--- src/rtl/spi_pack_pkg.sv ---
package spi_pack_pkg;

  typedef enum logic [1:0] {PK_ONE = 2'd0, PK_TWO = 2'd1, PK_FOUR = 2'd2} pack_e;
  typedef enum logic [1:0] {S_IDLE = 2'd0, S_MOVE = 2'd1, S_ACK = 2'd2} seq_e;

  localparam logic [1:0] SZ_WORD = 2'd2;

  function automatic logic [2:0] words_of(pack_e m);
    case (m)
      PK_FOUR: return 3'd4;
      PK_TWO:  return 3'd2;
      default: return 3'd1;
    endcase
  endfunction

  function automatic logic [5:0] lane_of(pack_e m);
    case (m)
      PK_FOUR: return 6'd8;
      PK_TWO:  return 6'd16;
      default: return 6'd32;
    endcase
  endfunction

endpackage

--- src/rtl/spi_pack_cfg.sv ---
module spi_pack_cfg
  import spi_pack_pkg::*;
#(
  parameter int WLW  = 6,
  parameter int LVLW = 8,
  parameter int WCW  = 16
) (
  input  logic            pack_en,
  input  logic            fifo_en,
  input  logic [WLW-1:0]  wlen,
  input  logic [LVLW-1:0] ae_lvl,
  input  logic [LVLW-1:0] af_lvl,
  input  logic [WCW-1:0]  wcnt,
  output logic            cfg_err,
  output pack_e           mode
);
  pack_e raw;
  logic  lvl_ok, wc_ok;

  always_comb begin
    if (wlen <= WLW'(7))       raw = PK_FOUR;
    else if (wlen <= WLW'(15)) raw = PK_TWO;
    else                       raw = PK_ONE;

    lvl_ok = (ae_lvl[1:0] == 2'b11) && (af_lvl[1:0] == 2'b11);

    if (wcnt == '0)          wc_ok = 1'b1;
    else if (raw == PK_FOUR) wc_ok = (wcnt[1:0] == 2'b00);
    else if (raw == PK_TWO)  wc_ok = ~wcnt[0];
    else                     wc_ok = 1'b1;

    cfg_err = pack_en && !(fifo_en && lvl_ok && wc_ok);
    mode    = (pack_en && !cfg_err) ? raw : PK_ONE;
  end
endmodule

--- src/rtl/spi_pack_lanes.sv ---
module spi_pack_lanes
  import spi_pack_pkg::*;
#(
  parameter int DW  = 32,
  parameter int WLW = 6
) (
  input  pack_e           mode,
  input  logic [WLW-1:0]  wlen,
  input  logic [1:0]      idx,
  input  logic [DW-1:0]   src,
  input  logic [DW-1:0]   acc,
  input  logic [DW-1:0]   rx_word,
  output logic [DW-1:0]   tx_word,
  output logic [DW-1:0]   acc_next
);
  logic [DW-1:0] wmask;
  logic [5:0]    shift;

  always_comb begin
    wmask    = (wlen >= WLW'(DW)) ? '1 : ((DW'(1) << wlen) - DW'(1));
    shift    = 6'(idx) * lane_of(mode);
    tx_word  = (src >> shift) & wmask;
    acc_next = acc | ((rx_word & wmask) << shift);
  end
endmodule

--- src/rtl/spi_pack_seq.sv ---
module spi_pack_seq
  import spi_pack_pkg::*;
#(
  parameter int DW   = 32,
  parameter int WLW  = 6,
  parameter int CNTW = 6
) (
  input  logic            clk,
  input  logic            rst_n,
  input  logic            pack_en,
  input  pack_e           mode,
  input  logic [WLW-1:0]  wlen,
  input  logic            bus_req,
  input  logic            bus_we,
  input  logic [1:0]      bus_size,
  input  logic [DW-1:0]   bus_wdata,
  input  logic [CNTW-1:0] tx_free,
  input  logic            tx_ready,
  input  logic [CNTW-1:0] rx_count,
  input  logic            rx_valid,
  input  logic [DW-1:0]   acc_next,
  output pack_e           mode_q,
  output logic [WLW-1:0]  wlen_q,
  output logic [1:0]      idx,
  output logic [DW-1:0]   data_q,
  output logic            bus_ack,
  output logic            bus_err,
  output logic [DW-1:0]   bus_rdata,
  output logic            tx_valid,
  output logic            rx_ready
);
  seq_e state;
  logic is_rd, err_q;
  logic size_bad, short, last, hs;
  logic [2:0] nwords;

  always_comb begin
    nwords   = words_of(mode);
    size_bad = pack_en && (bus_size != SZ_WORD);
    short    = bus_we ? (tx_free < CNTW'(nwords)) : (rx_count < CNTW'(nwords));
    last     = (idx == 2'(words_of(mode_q) - 3'd1));
    hs       = (state == S_MOVE) && (is_rd ? rx_valid : tx_ready);
  end

  always_ff @(posedge clk or negedge rst_n) begin
    if (!rst_n) begin
      state  <= S_IDLE;
      mode_q <= PK_ONE;
      wlen_q <= '0;
      idx    <= '0;
      data_q <= '0;
      is_rd  <= 1'b0;
      err_q  <= 1'b0;
    end else begin
      case (state)
        S_IDLE: if (bus_req) begin
          mode_q <= mode;
          wlen_q <= wlen;
          is_rd  <= !bus_we;
          idx    <= '0;
          if (size_bad || short) begin
            err_q  <= 1'b1;
            data_q <= '0;
            state  <= S_ACK;
          end else begin
            err_q  <= 1'b0;
            data_q <= bus_we ? bus_wdata : '0;
            state  <= S_MOVE;
          end
        end
        S_MOVE: if (hs) begin
          if (is_rd) data_q <= acc_next;
          idx <= idx + 2'd1;
          if (last) state <= S_ACK;
        end
        default: state <= S_IDLE;
      endcase
    end
  end

  assign bus_ack   = (state == S_ACK);
  assign bus_err   = bus_ack && err_q;
  assign bus_rdata = (bus_ack && is_rd) ? data_q : '0;
  assign tx_valid  = (state == S_MOVE) && !is_rd;
  assign rx_ready  = (state == S_MOVE) && is_rd;
endmodule

--- src/rtl/spi_pack_adapter.sv ---
module spi_pack_adapter
  import spi_pack_pkg::*;
#(
  parameter int DW   = 32,
  parameter int WLW  = 6,
  parameter int LVLW = 8,
  parameter int WCW  = 16,
  parameter int CNTW = 6
) (
  input  logic            clk,
  input  logic            rst_n,
  input  logic            cfg_pack_en,
  input  logic            cfg_fifo_en,
  input  logic [WLW-1:0]  cfg_wlen,
  input  logic [LVLW-1:0] cfg_ae_lvl,
  input  logic [LVLW-1:0] cfg_af_lvl,
  input  logic [WCW-1:0]  cfg_wcnt,
  output logic            cfg_err,
  input  logic            bus_req,
  input  logic            bus_we,
  input  logic [1:0]      bus_size,
  input  logic [DW-1:0]   bus_wdata,
  output logic            bus_ack,
  output logic            bus_err,
  output logic [DW-1:0]   bus_rdata,
  input  logic [CNTW-1:0] tx_free,
  output logic            tx_valid,
  input  logic            tx_ready,
  output logic [DW-1:0]   tx_data,
  input  logic [CNTW-1:0] rx_count,
  input  logic            rx_valid,
  output logic            rx_ready,
  input  logic [DW-1:0]   rx_data
);
  pack_e          mode, mode_q;
  logic [WLW-1:0] wlen_q;
  logic [1:0]     idx;
  logic [DW-1:0]  data_q, acc_next;

  spi_pack_cfg #(.WLW(WLW), .LVLW(LVLW), .WCW(WCW)) u_cfg (
    .pack_en(cfg_pack_en), .fifo_en(cfg_fifo_en), .wlen(cfg_wlen),
    .ae_lvl(cfg_ae_lvl), .af_lvl(cfg_af_lvl), .wcnt(cfg_wcnt),
    .cfg_err(cfg_err), .mode(mode)
  );

  spi_pack_seq #(.DW(DW), .WLW(WLW), .CNTW(CNTW)) u_seq (
    .clk(clk), .rst_n(rst_n), .pack_en(cfg_pack_en), .mode(mode), .wlen(cfg_wlen),
    .bus_req(bus_req), .bus_we(bus_we), .bus_size(bus_size), .bus_wdata(bus_wdata),
    .tx_free(tx_free), .tx_ready(tx_ready), .rx_count(rx_count), .rx_valid(rx_valid),
    .acc_next(acc_next), .mode_q(mode_q), .wlen_q(wlen_q), .idx(idx), .data_q(data_q),
    .bus_ack(bus_ack), .bus_err(bus_err), .bus_rdata(bus_rdata),
    .tx_valid(tx_valid), .rx_ready(rx_ready)
  );

  spi_pack_lanes #(.DW(DW), .WLW(WLW)) u_lanes (
    .mode(mode_q), .wlen(wlen_q), .idx(idx), .src(data_q), .acc(data_q),
    .rx_word(rx_data), .tx_word(tx_data), .acc_next(acc_next)
  );
endmodule

--- config.mk ---
export PLATFORM = sky130hd
export DESIGN_NAME = spi_pack_adapter
export DESIGN_NICKNAME = d
export VERILOG_FILES = /design/src/rtl/spi_pack_pkg.sv /design/src/rtl/spi_pack_cfg.sv /design/src/rtl/spi_pack_lanes.sv /design/src/rtl/spi_pack_seq.sv /design/src/rtl/spi_pack_adapter.sv
export SDC_FILE = /design/constraint.sdc
export NUM_CORES = 1
export LEC_CHECK = 0
export CAP_MARGIN = 20
export CORE_UTILIZATION = 45
export DETAILED_ROUTE_END_ITERATION = 8
export GPL_ROUTABILITY_DRIVEN = 0
export PLACE_DENSITY = 0.91
export SLEW_MARGIN = 40
export SYNTH_ARGS = -nofsm -noshare
export SYNTH_HDL_FRONTEND = slang
export SYNTH_SLANG_ARGS = --single-unit
--- constraint.sdc ---
create_clock -name clk -period 4.34 [get_ports clk]
set_input_delay 0.868 -clock clk [delete_from_list [all_inputs] [get_ports clk]]
set_output_delay 0.868 -clock clk [all_outputs]
set_load 0.02 [all_outputs]
==> metrics.cfg, run 1 <==
[timing]
min_period_over_period_pct=103
slew_headroom_pct=51.3
period_minus_slack_ps=4470
rsz0062_at_grt=yes
hold-worst-slack_ps=535
setup_violations=1
setup_slack_ps=-128
tightest_slew_ps=731
drv_slew=0
finalHoldViolations=0
skew_ps=3.78
fmax_mhz=224

[yosys]
syn_nets=793
synth.most_common_cell=nand2_1
ys_ff_latch=46
avgSynthCellArea_um2=7.18
yosysSeqAreaShare_pct=24.4
ys_top_cells_by_area=dfrtp_1, a21oi_1, nand2_1, and3_1, o21ai_0
netlist_area_um2=4720
synth_cell_type_count=71
synth_warnings=0
yosysTopAreaCell=dfrtp_1
ys_top_cells_by_count=nand2_1, a21oi_1, and3_1
synth_edf_count=0
synthFlopType=dfrtp_1
ys_async_sr_fraction_pct=100
syn_inst=657
synth_top_area_share_pct=24.4

[die]
die_y_um=104
rows=37
die_area_um2=10900
ios=193
die_x_um=104
start_util_pct=46.1
core-area_um2=10200

[clock_network]
hold_buffers=0
clk_pin_slew_ps=90
clk_latency_ps=310
cts_buffers=5
clockBufferDepth=2
clock_sinks=46
root_buffer=clkbuf_8
cts_tree=done
cts_max_level=2

[hold_path]
hold_depth=2
whs_endpoint=u_seq.mode_q[0]
hp-class=reg2reg
hp-start=u_seq.mode_q[0]

[status]
violations=setup timing
status=finished with violations

[route]
wl_per_cell_um=20.3
drt_pass1_iterations=7
antenna_left=0
drc=0
totalWireLength_um=18900
first_iter_violations=1037
vias=6203
viasPerCell=6.66

[pwr]
leakagePower_uw=0.00287
irDropWorstVdd_v=0.000401
power.density_nw_per_um2=662

[place]
dpl.hpwl_um=13700
io_buffers=166
postPlaceCellArea_um2=6480

[final_layout]
layout-drive-gt1-share_pct=6.67
fin_area_um2=6610
antennaDiodeCount=0
layout-area-overhead-vs-synth_pct=40.1
finish.net_count=930
fin_util_pct=64.6

[critical_path]
r2r_cells=10
cp_max_fo=7
path_class=reg2out
required_ps=3470
rrSetupSlack_ps=1090
cp-start-kind=register
rr_endpoint=u_seq.data_q[10]
crit_path_end_kind=primary output
r2r-start=u_seq.wlen_q[5]
cp_data_arrival_time_ps=3600

[global_route]
overflow=0
globalRouteTotalUtil_pct=33.8
grt_first_pass_wirelength_um=29700
antenna_found_initial=0
grt_max_degree=53
grt_pass1_vias=5907

[job]
maxCapViolations=0

## repair_timing
item	CTS	global route
buffers inserted	0	2
pin swaps	1	0
gates cloned	0	0
resized for setup	6	6
endpoints found under the setup margin	6	6
## how the worst max path moves through the flow
stage	start	endpoint	slack, ps	cells after the start
after detailed placement	cfg_wlen[3]	u_seq.data_q[18]	60	16
after CTS	u_seq.wlen_q[5]	tx_data[2]	1	8
after global routing	u_seq.wlen_q[5]	tx_data[26]	-260	9
after floorplan	u_seq.wlen_q[2]	tx_data[2]	350	10
after global placement	cfg_wlen[3]	u_seq.data_q[28]	150	17
final	u_seq.wlen_q[5]	tx_data[26]	-130	9
## worst max-delay path, stage by stage (launching register included)
cell and delay, ps:
dfrtp_1 400, or4_4 630, nand2b_1 280, ha_1 280, or2_2 320, o21ai_0 230, a41oi_1 190, a21oi_2 210
and2_1 150, clkdlybuf4s50_1 600
## cells by family after synthesis
group,synth area share [%]
flops,24.4
mux,3.66
xor+xnor,1.30
simple gates,28.2
compound gates,31.8
fa+ha+maj,3.18
buf+inv,7.42
## layout by cell type, fill, tap and decap left out, types with 11 or more instances in the layout
cell / netlist / layout
clkdlybuf4s50_1: 0 / 157
nand2_1: 86 / 86
a21oi_1: 76 / 75
and3_1: 48 / 48
dfrtp_1: 46 / 45
nor2_1: 44 / 42
o21ai_0: 42 / 42
buf_4: 1 / 23
nand3_1: 21 / 21
inv_1: 22 / 21
a211oi_1: 16 / 16
a31oi_1: 16 / 16
mux2i_1: 15 / 14
nor3_1: 13 / 13
ha_1: 12 / 12
and2_1: 11 / 11
## metal layers
metal | global-route usage (%) | share of wire (%) | up-vias | wire length, um
met5 | 0 | 0 | - | 0
met4 | 17.4 | 6.2 | 0 | 1170
met3 | 7.33 | 12 | 157 | 2340
met2 | 56.2 | 46 | 566 | 8660
met1 | 41.0 | 36 | 2787 | 6710
li1 | - | - | 2693 | -
## report_power, final
part	internal, uW	switching [uW]
registers	629	274
clock network	132	170
logic	1270	1900
## final cells by class
cell class / count / area [um2]
well taps: 136 / 170
clock inverters: 1 / 8.76
inverters: 22 / 86.3
repair buffers: 190 / 1870
multi-input cells: 529 / 3240
flip-flops and latches: 46 / 1150
fillers: 868 / 3620
clock buffers: 7 / 86.3
## sequential cells by signal, summed over array words and instances, names as in the netlist
register,cells
u_seq.data_q,32
u_seq.wlen_q,6
u_seq.idx,2
u_seq.mode_q,2
u_seq.state,2
u_seq.err_q,1
u_seq.is_rd,1
## metrics by stage
| stage | setup WS, ps | power (uW) | setup TNS (ps) | cells |
|---|---|---|---|---|
| floorplan | 355 | 2800 | 0 | 657 |
| global placement | 153 | 3810 | 0 | 921 |
| detailed placement | 55.8 | 3910 | 0 | 921 |
| CTS | 1.41 | 4210 | 0 | 929 |
| global route | -257 | 4600 | -257 | 931 |
| finish | -128 | 4380 | -128 | 931 |
Note: power is estimated with default switching activity, not from simulation.
==> run 2, diff against run 1 <==
- CTS_CLUSTER_SIZE: default -> 10
- TNS_END_PERCENT: default -> 100
==> results of run 2 <==
Same layout as run 1: the final DEF is identical, and so are final timing and power.
